[src/rtl/otp_seq_pkg.sv]
package otp_seq_pkg;

    typedef enum logic [1:0] {
        SUP_READ  = 2'b00,
        SUP_EQUAL = 2'b01,
        SUP_PROG  = 2'b10
    } supply_t;

    typedef enum logic [1:0] {
        W_HOLD,
        W_CLR,
        W_INC,
        W_LOAD
    } walk_op_t;

    typedef enum logic [3:0] {
        S_IDLE,
        S_CC_RD,
        S_CC_CMP,
        S_P_SETUP,
        S_P_PULSE,
        S_P_HOLD,
        S_V_RD,
        S_V_CMP,
        S_F_RD,
        S_F_CMP,
        S_DONE
    } seq_state_t;

    typedef struct packed {
        logic second_chk;   // contact check on complementary pattern
        logic dirty;        // a word mismatched in this verify pass
        logic repulse;      // current pulse belongs to a verify pass
    } seq_flags_t;

    localparam logic [63:0] ALT_BITS = {32{2'b01}};

    function automatic int pulse_cycles(input int mhz, input int ns);
        int c;
        c = (mhz * ns) / 1000;
        return (c < 1) ? 1 : c;
    endfunction

endpackage

[src/rtl/otp_pulse_timer.sv]
module otp_pulse_timer #(
    parameter int CYC = 2000
) (
    input  logic clk,
    input  logic rst,
    input  logic run,
    output logic expired
);
    localparam int TW = $clog2(CYC + 1);
    localparam logic [TW-1:0] LAST = TW'(CYC - 1);

    logic [TW-1:0] cnt;

    always_ff @(posedge clk) begin
        if (rst || !run) begin
            cnt <= '0;
        end else begin
            cnt <= cnt + 1'b1;
        end
    end

    assign expired = run && (cnt == LAST);
endmodule

[src/rtl/otp_addr_walker.sv]
module otp_addr_walker
    import otp_seq_pkg::*;
#(
    parameter int WORDS = 16,
    parameter int AW    = $clog2(WORDS)
) (
    input  logic          clk,
    input  logic          rst,
    input  walk_op_t      op,
    input  logic [AW-1:0] load_val,
    output logic [AW-1:0] addr,
    output logic          last
);
    localparam logic [AW-1:0] TOP = AW'(WORDS - 1);

    always_ff @(posedge clk) begin
        if (rst) begin
            addr <= '0;
        end else begin
            case (op)
                W_CLR:   addr <= '0;
                W_INC:   addr <= addr + 1'b1;
                W_LOAD:  addr <= load_val;
                default: addr <= addr;
            endcase
        end
    end

    assign last = (addr == TOP);
endmodule

[src/rtl/otp_word_cmp.sv]
module otp_word_cmp #(
    parameter int DW = 16
) (
    input  logic [DW-1:0] got,
    input  logic [DW-1:0] want,
    output logic          match
);
    logic [DW-1:0] diff;

    for (genvar b = 0; b < DW; b++) begin : g_bit
        assign diff[b] = got[b] ^ want[b];
    end

    assign match = ~|diff;
endmodule

[src/rtl/otp_prog_seq.sv]
module otp_prog_seq
    import otp_seq_pkg::*;
#(
    parameter int          WORDS     = 16,
    parameter int          AW        = $clog2(WORDS),
    parameter int          DW        = 16,
    parameter int          CLK_MHZ   = 200,
    parameter int          PULSE_NS  = 10000,
    parameter int          RETRY_LIM = 2,
    parameter logic [DW-1:0] CHK_CODE = 16'h55AA
) (
    input  logic          clk,
    input  logic          rst,
    input  logic          start,
    output logic [AW-1:0] img_addr,
    input  logic [DW-1:0] img_data,
    output logic [AW-1:0] dev_addr,
    output logic [DW-1:0] dev_wdata,
    output logic          dev_pgm,
    output logic          dev_rd,
    input  logic [DW-1:0] dev_rdata,
    output logic [1:0]    dev_supply,
    output logic          busy,
    output logic          done,
    output logic          pass,
    output logic [AW-1:0] fail_addr
);
    localparam int            PULSE_CYC = pulse_cycles(CLK_MHZ, PULSE_NS);
    localparam int            XW        = $clog2(RETRY_LIM + 1);
    localparam logic [AW-1:0] PAT_A     = ALT_BITS[AW-1:0];
    localparam logic [AW-1:0] PAT_B     = ~PAT_A;
    localparam logic [XW-1:0] X_LIM     = XW'(RETRY_LIM);

    seq_state_t    state, state_n;
    supply_t       sup, sup_n;
    seq_flags_t    flg, flg_n;
    logic [XW-1:0] x_cnt, x_n;
    walk_op_t      op;
    logic [AW-1:0] load_val;
    logic [AW-1:0] addr;
    logic          last;
    logic          expired;
    logic          match;
    logic [DW-1:0] want;
    logic          adv;
    logic          fin_fail;
    logic          fin_pass;
    logic          accept;

    otp_pulse_timer #(.CYC(PULSE_CYC)) u_timer (
        .clk     (clk),
        .rst     (rst),
        .run     (state == S_P_PULSE),
        .expired (expired)
    );

    otp_addr_walker #(.WORDS(WORDS), .AW(AW)) u_walk (
        .clk      (clk),
        .rst      (rst),
        .op       (op),
        .load_val (load_val),
        .addr     (addr),
        .last     (last)
    );

    assign want = (state == S_CC_CMP) ? (flg.second_chk ? ~CHK_CODE : CHK_CODE)
                                      : img_data;

    otp_word_cmp #(.DW(DW)) u_cmp (
        .got   (dev_rdata),
        .want  (want),
        .match (match)
    );

    assign accept = start && ((state == S_IDLE) || (state == S_DONE));

    always_comb begin
        state_n  = state;
        sup_n    = sup;
        flg_n    = flg;
        x_n      = x_cnt;
        op       = W_HOLD;
        load_val = PAT_A;
        adv      = 1'b0;
        fin_fail = 1'b0;
        fin_pass = 1'b0;

        case (state)
            S_IDLE, S_DONE: begin
                if (start) begin
                    state_n          = S_CC_RD;
                    op               = W_LOAD;
                    load_val         = PAT_A;
                    sup_n            = SUP_EQUAL;
                    flg_n.second_chk = 1'b0;
                end
            end
            S_CC_RD:  state_n = S_CC_CMP;
            S_CC_CMP: begin
                if (!match) begin
                    fin_fail = 1'b1;
                end else if (!flg.second_chk) begin
                    flg_n.second_chk = 1'b1;
                    op               = W_LOAD;
                    load_val         = PAT_B;
                    state_n          = S_CC_RD;
                end else begin
                    op            = W_CLR;
                    sup_n         = SUP_PROG;
                    flg_n.repulse = 1'b0;
                    state_n       = S_P_SETUP;
                end
            end
            S_P_SETUP: state_n = S_P_PULSE;
            S_P_PULSE: begin
                if (expired) begin
                    state_n = S_P_HOLD;
                end
            end
            S_P_HOLD: begin
                if (flg.repulse) begin
                    flg_n.repulse = 1'b0;
                    adv           = 1'b1;
                end else if (last) begin
                    op          = W_CLR;
                    x_n         = '0;
                    flg_n.dirty = 1'b0;
                    state_n     = S_V_RD;
                end else begin
                    op      = W_INC;
                    state_n = S_P_SETUP;
                end
            end
            S_V_RD:  state_n = S_V_CMP;
            S_V_CMP: begin
                if (match) begin
                    adv = 1'b1;
                end else if (x_cnt == X_LIM) begin
                    fin_fail = 1'b1;
                end else begin
                    flg_n.dirty   = 1'b1;
                    flg_n.repulse = 1'b1;
                    state_n       = S_P_SETUP;
                end
            end
            S_F_RD:  state_n = S_F_CMP;
            S_F_CMP: begin
                if (!match) begin
                    fin_fail = 1'b1;
                end else if (last) begin
                    fin_pass = 1'b1;
                end else begin
                    op      = W_INC;
                    state_n = S_F_RD;
                end
            end
            default: state_n = S_IDLE;
        endcase

        // step to the next word of a verify pass
        if (adv) begin
            if (!last) begin
                op      = W_INC;
                state_n = S_V_RD;
            end else if (flg_n.dirty) begin
                op          = W_CLR;
                x_n         = x_cnt + 1'b1;
                flg_n.dirty = 1'b0;
                state_n     = S_V_RD;
            end else begin
                op      = W_CLR;
                sup_n   = SUP_READ;
                state_n = S_F_RD;
            end
        end

        if (fin_fail || fin_pass) begin
            state_n = S_DONE;
            sup_n   = SUP_READ;
        end
    end

    always_ff @(posedge clk) begin
        if (rst) begin
            state     <= S_IDLE;
            sup       <= SUP_READ;
            flg       <= '0;
            x_cnt     <= '0;
            done      <= 1'b0;
            pass      <= 1'b0;
            fail_addr <= '0;
        end else begin
            state <= state_n;
            sup   <= sup_n;
            flg   <= flg_n;
            x_cnt <= x_n;
            if (accept) begin
                done      <= 1'b0;
                pass      <= 1'b0;
                fail_addr <= '0;
            end else if (fin_fail) begin
                done      <= 1'b1;
                pass      <= 1'b0;
                fail_addr <= addr;
            end else if (fin_pass) begin
                done <= 1'b1;
                pass <= 1'b1;
            end
        end
    end

    assign dev_addr   = addr;
    assign img_addr   = addr;
    assign dev_wdata  = img_data;
    assign dev_pgm    = (state == S_P_PULSE);
    assign dev_rd     = (state == S_CC_RD) || (state == S_V_RD) || (state == S_F_RD);
    assign dev_supply = sup;
    assign busy       = (state != S_IDLE) && (state != S_DONE);
endmodule

[config.mk]
export PLATFORM = sky130hd
export DESIGN_NAME = otp_prog_seq
export DESIGN_NICKNAME = d
export VERILOG_FILES = /design/src/rtl/otp_seq_pkg.sv /design/src/rtl/otp_pulse_timer.sv /design/src/rtl/otp_addr_walker.sv /design/src/rtl/otp_word_cmp.sv /design/src/rtl/otp_prog_seq.sv
export SDC_FILE = /design/constraint.sdc
export NUM_CORES = 1
export LEC_CHECK = 0
export BUFFER_PORTS_ARGS = -buffer_cell sky130_fd_sc_hd__buf_2
export CORE_AREA = 2 2 77 79
export CTS_CLUSTER_DIAMETER = 50
export DETAILED_ROUTE_END_ITERATION = 7
export DIE_AREA = 0 0 79 81
export GPL_TIMING_DRIVEN = 0
export PLACE_DENSITY = 0.65
export SLEW_MARGIN = 25
export SYNTH_ARGS = -nofsm -noshare
export SYNTH_HDL_FRONTEND = slang
export SYNTH_SLANG_ARGS = --single-unit
[constraint.sdc]
create_clock -name clk -period 2 [get_ports clk]
set_input_delay 0.2 -clock clk [delete_from_list [all_inputs] [get_ports clk]]
set_output_delay 0.2 -clock clk [all_outputs]
set_load 0.01 [all_outputs]
==> metrics.yaml, run 1 <==
final_layout:
  layout.filler_cells: 576
  antenna_cells_inserted: 0
  layout_stage_area_growth_over_the_synthesis_result_pct: 40.18
  postLayoutCellArea_um2: 3055
  net_total_in_the_final_layout: 394
  drive_gt1_share_pct: 44.54
setup_path:
  critPathKind: "reg2reg"
  crit_path_end: "dev_supply[0]"
  kind_of_launch_point_of_the_worst_setup_path: "flip-flop"
  worst-r2r-cell-count: 7
  crit_path_end_kind: "flip-flop"
  regToRegEndpoint: "dev_supply[0]"
  register_to_register_setup_slack_ns: -0.13
  timing.critical_path.arrival_ns: 2.34
  worst_setup_path_startpoint: "flg[2]"
  worst_ep_required_time_ns: 2.21
  r2r-start: "flg[2]"
  timing.critical_path.fanout_max: 5
drt:
  wirelength_um: 5711
  antenna_left: 0
  avgViaCountPerCell: 5.044
  drt-initial-drc-count: 87
  firstDrtPassIters: 4
  count_of_unresolved_drc_violations_after_routing: 0
  wl_per_cell_um: 13.22
  route.vias.total: 2179
cts:
  number_of_buffers_added_by_the_clock_tree_synthesis_step: 5
  h-tree-depth: 2
  holdBufCountCts: 0
  cts_tree: "built"
  cts_sinks: 32
  root_buffer: "sky130_fd_sc_hd__clkbuf_8"
  clock_path_buffers: 2
  clk_latency_ns: 0.28
  cts.reportedPaths.clkPinSlew_ns: 0.07
yosys:
  syn-mean-instance-area_um2: 8.225
  syn-cell-area_um2: 2180
  synthFlopType: "sky130_fd_sc_hd__dfxtp_1"
  synth_enable_flop_cells: 0
  ys_seq_area_share_pct: 29.39
  async_reset_ff_share_pct: 0
  synth_cell_type_count: 50
  postSynthCellCount: 265
  postSynthNetCount: 303
  ys_ff_latch: 32
  yosys_warnings: 0
global_routing:
  met1_usage_pct: 21.23
  grt_overflow_total: 0
  grt_antenna_before_repair: 0
  total_global_route_track_usage_pct: 17.76
  grt_max_degree: 11
  gr_util_met3_pct: 3.778
  grt_first_pass_wirelength_um: 9259
  met2_usage_pct: 32.20
  via_count_of_the_first_global_routing_pass: 2077
  grt.busiest_layer: "met2"
placement:
  dp_slack_ns: -0.2984
  hpwl_um: 4148
  place_area_um2: 2621
  count_of_input_and_output_buffers: 69
  gp_congestion: 0.8831
die:
  die_area_um2: 6399
  top_level_ports: 70
  initial_core_util_pct: 38.40
  fp-row-count: 28
  die_h_um: 81
  die_width_um: 79
  coreArea_um2: 5675
sta:
  layout_worst_path_cycle_share_pct: 106.5
  worstMarginPinSlew_ns: 0.5090
  fmaxAchievable_mhz: 469.7
  max-slew-margin-rel_pct: 66.07
  grt_setup_unrepaired: "yes"
  fin_skew_ns: 0.004814
  final-hold-violation-count: 0
  setup-violations-final: 12
  finalCriticalPeriod_ns: 2.129
  timing.final.ws_setup_ns: -0.1292
  report.final.slew_viol_count: 0
power:
  total_leakage_power_nw: 1.317
  cellPowerDensity_nw_per_um2: 948.1
  vdd_ir_drop_max_mv: 0.5660
hold_path:
  hp-class: "in2reg"
status:
  violations: "negative setup slack"
  status: "finished with violations"
job:
  max-cap-violations: 0
## final cells by class
class / count / area [um2] / share of cell area (%)
inverter: 8 / 30.03 / 0.9828
buffer: 31 / 207.7 / 6.798
sequential: 32 / 650.6 / 21.29
clock buffer: 6 / 72.57 / 2.375
clock inverter: 2 / 35.03 / 1.147
multi-input combinational: 194 / 1493 / 48.85
tap: 75 / 93.84 / 3.071
timing repair buffer: 84 / 473.0 / 15.48
## sequential cells by signal, indices dropped and copies added (netlist names)
| register | flops |
|---|---|
| done | 1 |
| pass | 1 |
| x_cnt | 2 |
| u_timer.cnt | 11 |
| u_walk.addr | 4 |
| flg | 3 |
| state | 4 |
| dev_supply | 2 |
| fail_addr | 4 |
## metal layers
layer	vias to the layer above	wire length (um)	part of all wire, %
met5	-	0	0
met4	0	69	1.2
met3	6	306	5.4
met2	61	2840	50
met1	1012	2495	44
li1	1100	-	-
## cell usage after synthesis, drive strengths merged (3+ instances only)
| cell type | number | area share [%] |
|---|---|---|
| dfxtp | 32 | 29 |
| nor2 | 30 | 5.2 |
| buf | 24 | 7.7 |
| xor2 | 20 | 8.0 |
| nand2 | 19 | 3.3 |
| a21oi | 12 | 2.9 |
| mux2i | 12 | 6.1 |
| xnor2 | 10 | 4.0 |
| nand3 | 9 | 2.1 |
| inv | 8 | 1.4 |
| and3 | 7 | 2.0 |
| clkbuf | 7 | 1.2 |
| nand4 | 5 | 1.4 |
| nor2b | 4 | 1.1 |
| nor3b | 4 | 1.4 |
| nor4 | 4 | 1.1 |
| o21ai | 4 | 0.92 |
| o31ai | 4 | 1.4 |
| a21boi | 3 | 1.0 |
| a31oi | 3 | 0.86 |
| and4 | 3 | 1.3 |
| ha | 3 | 1.7 |
| nand2b | 3 | 0.86 |
| nand3b | 3 | 1.0 |
| nor3 | 3 | 0.69 |
| or2 | 3 | 0.86 |
| or4 | 3 | 1.0 |
## what timing repair did
item | in CTS | in global routing
pin swaps | 13 | 8
cloned | 0 | 0
gates resized for setup | 35 | 22
buffers inserted | 10 | 6
setup endpoints to repair | 17 | 19
## how the worst min path moves through the flow
| stage | from | endpoint | slack (ns) | cells after the start |
|---|---|---|---|---|
| after global placement | u_timer.cnt[0] | u_timer.cnt[0] | 0.43 | 1 |
| after global routing | rst | dev_supply[0] | 0.33 | 3 |
| after floorplan | rst | dev_supply[0] | 0.38 | 2 |
| after CTS | rst | u_timer.cnt[10] | 0.29 | 3 |
| after detailed placement | u_timer.cnt[0] | u_timer.cnt[0] | 0.44 | 1 |
| final | rst | u_timer.cnt[10] | 0.31 | 3 |
## cell families (layout without fill, tap and decap cells)
group                      Yosys count  after routing  synth area share [%]
and+or+nand+nor                    108            108                 26.69
AOI/OAI and AO/OA                   40             40                 13.20
buffers and inverters               39            131                 10.33
DFF                                 32             32                 29.39
xor gates and xnor gates            30             30                 12.06
muxes                               13             13                 6.602
adders and majority gates            3              3                 1.722
## placed cells by master (no fill, tap or decap), types with 3 or more instances in the layout
cell type	n
sky130_fd_sc_hd__a21oi_1	9
sky130_fd_sc_hd__a21oi_2	3
sky130_fd_sc_hd__and3_1	6
sky130_fd_sc_hd__buf_2	70
sky130_fd_sc_hd__buf_4	32
sky130_fd_sc_hd__buf_6	4
sky130_fd_sc_hd__clkbuf_1	4
sky130_fd_sc_hd__clkbuf_2	3
sky130_fd_sc_hd__clkbuf_8	5
sky130_fd_sc_hd__dfxtp_1	28
sky130_fd_sc_hd__inv_1	7
sky130_fd_sc_hd__mux2i_1	10
sky130_fd_sc_hd__nand2_1	18
sky130_fd_sc_hd__nand3_1	6
sky130_fd_sc_hd__nand3b_1	3
sky130_fd_sc_hd__nand4_1	5
sky130_fd_sc_hd__nor2_1	29
sky130_fd_sc_hd__nor3b_1	3
sky130_fd_sc_hd__nor4_1	3
sky130_fd_sc_hd__o21ai_0	3
sky130_fd_sc_hd__o31ai_1	4
sky130_fd_sc_hd__xnor2_1	10
sky130_fd_sc_hd__xor2_1	20
## stage by stage
stage	util, %	hold slack, ns	TNS [ns]	instances	total power [mW]
detailed placement	46.19	0.4365	-3.393	409	1.953
CTS	51.63	0.2858	-0.9117	427	2.770
global route	53.84	0.3317	-2.132	432	3.081
floorplan	-	0.3830	0	265	1.606
finish	53.84	0.3057	-0.5919	432	2.897
global placement	46.19	0.4318	-3.053	409	1.937
## worst max-delay path: stages, from the launching register on
cell                       delay [ns]
sky130_fd_sc_hd__dfxtp_2         0.35
sky130_fd_sc_hd__or4b_1          0.43
sky130_fd_sc_hd__mux2i_1         0.19
sky130_fd_sc_hd__and4_4          0.29
sky130_fd_sc_hd__mux2i_4         0.12
sky130_fd_sc_hd__o21bai_4        0.16
sky130_fd_sc_hd__or3b_4          0.42
sky130_fd_sc_hd__a21oi_2         0.11
## where the power goes
part	internal [mW]	leakage, nW	switching, mW	total (mW)
clock network	0.370	0.0552	0.239	0.609
logic	0.685	1.00	0.791	1.48
registers	0.729	0.262	0.0830	0.812
Power figures use the tool's default switching activity.
==> inputs of run 2 (changes only) <==
PLACE_DENSITY = 0.62   (was 0.65)
clock period = 2.61 ns   (was 2 ns; I/O delays follow)
==> metrics.yaml, run 2 (synthesized netlist as in run 1, its figures left out) <==
cts:
  number_of_buffers_added_by_the_clock_tree_synthesis_step: 5  # unchanged
  h-tree-depth: 2  # unchanged
  clk_latency_ns: 0.28  # about the same
  cts_sinks: 32  # unchanged
  clock_path_buffers: 2  # unchanged
  post_cts_buffers: 0  # -10
  cts.reportedPaths.clkPinSlew_ns: 0.07  # about the same
  root_buffer: "sky130_fd_sc_hd__clkbuf_8"
  cts_tree: "built"
  ctsResizeCount: 0  # -100%
  holdBufCountCts: 0  # unchanged
setup_path:
  register_to_register_setup_slack_ns: 0.23  # +0.36 ns
  crit_path_end_kind: "flip-flop"
  worst_ep_required_time_ns: 2.82  # +0.61 ns
  regToRegEndpoint: "x_cnt[1]"
  kind_of_launch_point_of_the_worst_setup_path: "flip-flop"
  critPathKind: "reg2reg"
  timing.critical_path.arrival_ns: 2.59  # +0.25 ns
  timing.critical_path.fanout_max: 6  # +1
  r2r-start: "u_walk.addr[0]"
  worst-r2r-cell-count: 8  # +1
sta:
  grt_setup_unrepaired: "no"
  setup-tns-final_ns: 0  # +0.5919 ns
  fmaxAchievable_mhz: 420.0  # -11%
  setup-violations-final: 0  # -12
  worstMarginPinSlew_ns: 0.4672  # -0.04183 ns
  report.final.slew_viol_count: 0  # unchanged
  max-slew-margin-rel_pct: 68.86  # +2.8 points
  layout_worst_path_cycle_share_pct: 91.21  # -15 points
  final-hold-violation-count: 0  # unchanged
  finalCriticalPeriod_ns: 2.381  # +0.2515 ns
  fin_skew_ns: 0.003225  # -0.001589 ns
final_layout:
  layout_commonest_cell: "sky130_fd_sc_hd__buf_2"
  net_total_in_the_final_layout: 379  # -3.8%
  number_of_non_filler_instances_in_the_completed_layout: 417  # -3.5%
  drive_gt1_share_pct: 31.87  # -13 points
  layout_stage_area_growth_over_the_synthesis_result_pct: 25.95
  antenna_cells_inserted: 0  # unchanged
  largest_reg_flops: 11  # unchanged
  largest_register_by_flop_count: "u_timer.cnt"
  most-common-layout-cells: "sky130_fd_sc_hd__buf_2 (72), sky130_fd_sc_hd__dfxtp_1 (32), sky130_fd_sc_hd__nor2_1 (30)"
  layout.filler_cells: 572  # -0.69%
drt:
  count_of_unresolved_drc_violations_after_routing: 0  # unchanged
  drt-initial-drc-count: 83  # -4.6%
  wl_per_cell_um: 12.44  # -5.9%
  antenna_left: 0  # unchanged
  firstDrtPassIters: 4  # unchanged
  avgViaCountPerCell: 4.981  # -1.3%
  wirelength_um: 5189  # -9.1%
  route.vias.total: 2077  # -4.7%
global_routing:
  grt.busiest_layer: "met2"
  total_global_route_track_usage_pct: 16.35  # -1.4 points
  gr_util_met3_pct: 4.111  # +0.33 points
  via_count_of_the_first_global_routing_pass: 1906  # -8.2%
  grt_first_pass_wirelength_um: 8438  # -8.9%
  met1_usage_pct: 19.80  # -1.4 points
  grt_antenna_before_repair: 0  # unchanged
  met2_usage_pct: 29.41  # -2.8 points
  grt_max_degree: 11  # unchanged
  grt_overflow_total: 0  # unchanged
placement:
  hpwl_um: 4100  # -1.2%
  placedCellCount: 409  # unchanged
  gp_congestion: 0.8150  # -7.7%
  count_of_input_and_output_buffers: 69  # unchanged
die:
  fp-row-count: 28  # unchanged
  die_h_um: 81  # unchanged
  initial_core_util_pct: 38.40  # unchanged
  die_area_um2: 6399  # unchanged
  die_width_um: 79  # unchanged
  coreArea_um2: 5675  # unchanged
  top_level_ports: 70  # unchanged
hold_path:
  worstHoldStart: "rst"
  min_path_cells: 3  # unchanged
  hp-class: "in2reg"
  min_to: "u_timer.cnt[10]"
status:
  status: "finished, final reports clean"
power:
  vdd_ir_drop_max_mv: 0.4233  # -25%
  cellPowerDensity_nw_per_um2: 728.7  # -23%
  total_leakage_power_nw: 1.195  # -9.2%
job:
  max-cap-violations: 0  # unchanged
==> run 2: worst max-delay path, cell delays in order, from the launching register on <==
cell and delay, ns:
sky130_fd_sc_hd__dfxtp_1 0.43, sky130_fd_sc_hd__ha_1 0.22, sky130_fd_sc_hd__nand3_1 0.16, sky130_fd_sc_hd__or4_1 0.60, sky130_fd_sc_hd__nand2_1 0.14, sky130_fd_sc_hd__a21boi_0 0.27
sky130_fd_sc_hd__nor3_1 0.12, sky130_fd_sc_hd__mux2_2 0.29, sky130_fd_sc_hd__nor2_1 0.08
==> run 2: worst max-delay path by stage <==
| stage | slack [ns] | depth (start not counted) | start | endpoint |
|---|---|---|---|---|
| 2_1_floorplan | 0.49 | 8 | u_walk.addr[0] | x_cnt[1] |
| 3_3_place_gp | 0.28 | 8 | u_walk.addr[0] | x_cnt[1] |
| 3_5_place_dp | 0.27 | 8 | img_data[4] | x_cnt[1] |
| 4_1_cts | 0.23 | 8 | u_walk.addr[0] | x_cnt[1] |
| 5_1_grt | 0.02 | 8 | u_walk.addr[0] | x_cnt[0] |
| 6_report | 0.23 | 8 | u_walk.addr[0] | x_cnt[1] |
==> run 2: area by class of cell <==
cell class | count | area [um2] | area share, %
repair buffers | 69 | 345.3 | 12.58
well taps | 75 | 93.84 | 3.418
flip-flops and latches | 32 | 640.6 | 23.34
clock buffers | 7 | 96.34 | 3.510
clock inverters | 1 | 30.03 | 1.094
plain buffers | 31 | 195.2 | 7.110
inverters | 8 | 30.03 | 1.094
multi-input cells | 194 | 1314 | 47.86
==> run 2: per-stage QoR <==
stage / power (mW) / cell area, um2 / hold slack [ns] / util [%] / worst slack (ns)
finish: 2.000 / 2745 / 0.3524 / 48.37 / 0.2293
CTS: 2.017 / 2745 / 0.3358 / 48.37 / 0.2293
floorplan: 1.228 / 2180 / 0.4132 / - / 0.4877
global placement: 1.482 / 2619 / 0.4311 / 46.14 / 0.2768
detailed placement: 1.492 / 2619 / 0.4333 / 46.14 / 0.2672
global route: 2.146 / 2745 / 0.3414 / 48.37 / 0.02150
==> run 2: layer usage <==
metal / routed length (um) / part of all wire (%)
met4: 29 / 0.56
met2: 2581 / 50
met1: 2215 / 43
met5: 0 / 0
met3: 363 / 7.0
==> run 2: report_power, final <==
part / leakage, nW / internal (mW) / switching [mW]
Clock: 0.0645 / 0.337 / 0.183
Sequential: 0.259 / 0.552 / 0.0644
Combinational: 0.872 / 0.373 / 0.490
==> inputs of run 3 (changes only) <==
SETUP_SLACK_MARGIN = 0.3   (was default)
==> metrics.yaml, run 3 (synthesized netlist as in run 1, its figures left out) <==
final_layout:
  largest_reg_flops: 11  # unchanged
  drive_gt1_share_pct: 35.55  # +3.7 points
  layout_commonest_cell: "sky130_fd_sc_hd__buf_2"
  layout_stage_area_growth_over_the_synthesis_result_pct: 28.93
  largest_register_by_flop_count: "u_timer.cnt"
  layout.filler_cells: 563  # -1.6%
  antenna_cells_inserted: 0  # unchanged
  most-common-layout-cells: "sky130_fd_sc_hd__buf_2 (72), sky130_fd_sc_hd__nor2_1 (30), sky130_fd_sc_hd__dfxtp_1 (30)"
  net_total_in_the_final_layout: 383  # +1.1%
global_routing:
  total_global_route_track_usage_pct: 16.35  # unchanged
  grt_max_degree: 11  # unchanged
  grt_overflow_total: 0  # unchanged
  grt_antenna_before_repair: 0  # unchanged
  grt_first_pass_wirelength_um: 8438  # unchanged
  via_count_of_the_first_global_routing_pass: 1906  # unchanged
sta:
  setup-tns-final_ns: 0  # unchanged
  setup-violations-final: 0  # unchanged
  report.final.slew_viol_count: 0  # unchanged
  layout_worst_path_cycle_share_pct: 85.33  # -5.9 points
  holdWs_ns: 0.3629  # +0.01046 ns
  fin_skew_ns: 0.003757  # +0.0005323 ns
  grt_setup_unrepaired: "yes"
  finalCriticalPeriod_ns: 2.227  # -0.1536 ns
  fmaxAchievable_mhz: 449.0  # +6.9%
  max-slew-margin-rel_pct: 67.26  # -1.6 points
  final-hold-violation-count: 0  # unchanged
  worstMarginPinSlew_ns: 0.4911  # +0.02396 ns
cts:
  h-tree-depth: 2  # unchanged
  number_of_buffers_added_by_the_clock_tree_synthesis_step: 5  # unchanged
  root_buffer: "sky130_fd_sc_hd__clkbuf_8"
  cts_sinks: 32  # unchanged
  cts_tree: "built"
  clk_latency_ns: 0.28  # about the same
  cts.reportedPaths.clkPinSlew_ns: 0.07  # about the same
  clock_path_buffers: 2  # unchanged
setup_path:
  timing.critical_path.fanout_max: 5  # -1
  maximum_single_stage_delay_on_the_critical_path_ns: 0.46  # -0.14 ns
  critPathKind: "reg2reg"
  kind_of_launch_point_of_the_worst_setup_path: "flip-flop"
  crit_chain: "or4b_1 > mux2i_1 > and4_4 > mux2i_4 > o21bai_4 > or3b_4 > a21oi_1"
  crit_slowest_cell: "sky130_fd_sc_hd__or4b_1"
  timing.critical_path.arrival_ns: 2.44  # -0.15 ns
  crit_path_end_kind: "flip-flop"
  worst_ep_required_time_ns: 2.82  # about the same
  critPathBufInv: 0  # unchanged
  path_delay_family: "simple AND/OR/NAND/NOR gates"
drt:
  count_of_unresolved_drc_violations_after_routing: 0  # unchanged
  wl_per_cell_um: 12.50  # +0.42%
  firstDrtPassIters: 4  # unchanged
  wirelength_um: 5261  # +1.4%
  route.vias.total: 2101  # +1.2%
  antenna_left: 0  # unchanged
  drt-initial-drc-count: 105  # +27%
  avgViaCountPerCell: 4.990  # +0.19%
power:
  cellPowerDensity_nw_per_um2: 728.1  # about the same
  total_leakage_power_nw: 1.233  # +3.2%
  total_power_mw: 2.046  # +2.3%
  vdd_ir_drop_max_mv: 0.4070  # -3.9%
die:
  top_level_ports: 70  # unchanged
  die_h_um: 81  # unchanged
  initial_core_util_pct: 38.40  # unchanged
  die_width_um: 79  # unchanged
  die_area_um2: 6399  # unchanged
  coreArea_um2: 5675  # unchanged
  fp-row-count: 28  # unchanged
status:
  status: "finished, final reports clean"
placement:
  hpwl_um: 4100  # unchanged
  gp_congestion: 0.8150  # unchanged
  count_of_input_and_output_buffers: 69  # unchanged
job:
  max-cap-violations: 0  # unchanged
hold_path:
  hp-class: "in2reg"
[run 3: cell count changes in the layout (fill, tap and decap cells not counted), moves of 2 or more]
cell / delta
sky130_fd_sc_hd__clkbuf_2: +2
sky130_fd_sc_hd__dfxtp_1: -2
sky130_fd_sc_hd__dfxtp_2: +2
sky130_fd_sc_hd__buf_4: +4
sky130_fd_sc_hd__clkbuf_1: -2
sky130_fd_sc_hd__a21boi_0: -2
[run 3: worst paths after layout]
| check | from | to | slack, ns | depth (start not counted) |
|---|---|---|---|---|
| max | flg[2] | dev_supply[0] | 0.38 | 7 |
| min | rst | u_timer.cnt[10] | 0.36 | 3 |
| max reg2reg | flg[2] | dev_supply[0] | 0.38 | 7 |
| min reg2reg | u_timer.cnt[0] | u_timer.cnt[0] | 0.44 | 1 |
[run 3: what timing repair did]
item / CTS / global route
resized for setup: 2 / 13
pin swaps: 0 / 1
cloned: 0 / 0
endpoints found under the setup margin: 3 / 12
hold endpoints to repair: 0 / 0
buffers inserted: 0 / 4
hold buffers: 0 / 0
[run 3: layout make-up]
| cell class | count | area (um2) | share of cell area, % |
|---|---|---|---|
| buffer | 31 | 197.7 | 7.035 |
| clock buffer | 7 | 96.34 | 3.428 |
| clock inverter | 1 | 30.03 | 1.069 |
| inverter | 8 | 30.03 | 1.069 |
| multi-input combinational | 194 | 1344 | 47.82 |
| sequential | 32 | 643.1 | 22.89 |
| tap | 75 | 93.84 | 3.339 |
| timing repair buffer | 73 | 375.4 | 13.36 |
[run 3: per-layer routing]
layer	global-route usage [%]	part of all wire, %
met2	29.41	50
met3	4.111	6.7
met5	0	0
met4	3.448	0.74
met1	19.80	43
[run 3: power breakdown]
group          leakage, nW  internal [mW]  switching, mW
combinational        0.909          0.403          0.508
clock               0.0645          0.337          0.179
sequential           0.260          0.555         0.0643
total                 1.23           1.30          0.751
[run 3: tightest hold or removal path, cell delays in order]
cell and delay (ns):
sky130_fd_sc_hd__buf_2 0.15, sky130_fd_sc_hd__nand2b_1 0.14, sky130_fd_sc_hd__nor2_1 0.05
[run 3: per-stage QoR]
stage	area, um2	cells	setup slack (ns)	utilization (%)
2_1_floorplan	2180	265	0.4877	-
3_5_place_dp	2619	409	0.2672	46.14
3_3_place_gp	2619	409	0.2768	46.14
5_1_grt	2810	421	0.2861	49.52
4_1_cts	2750	417	0.3260	48.46
6_report	2810	421	0.3829	49.52
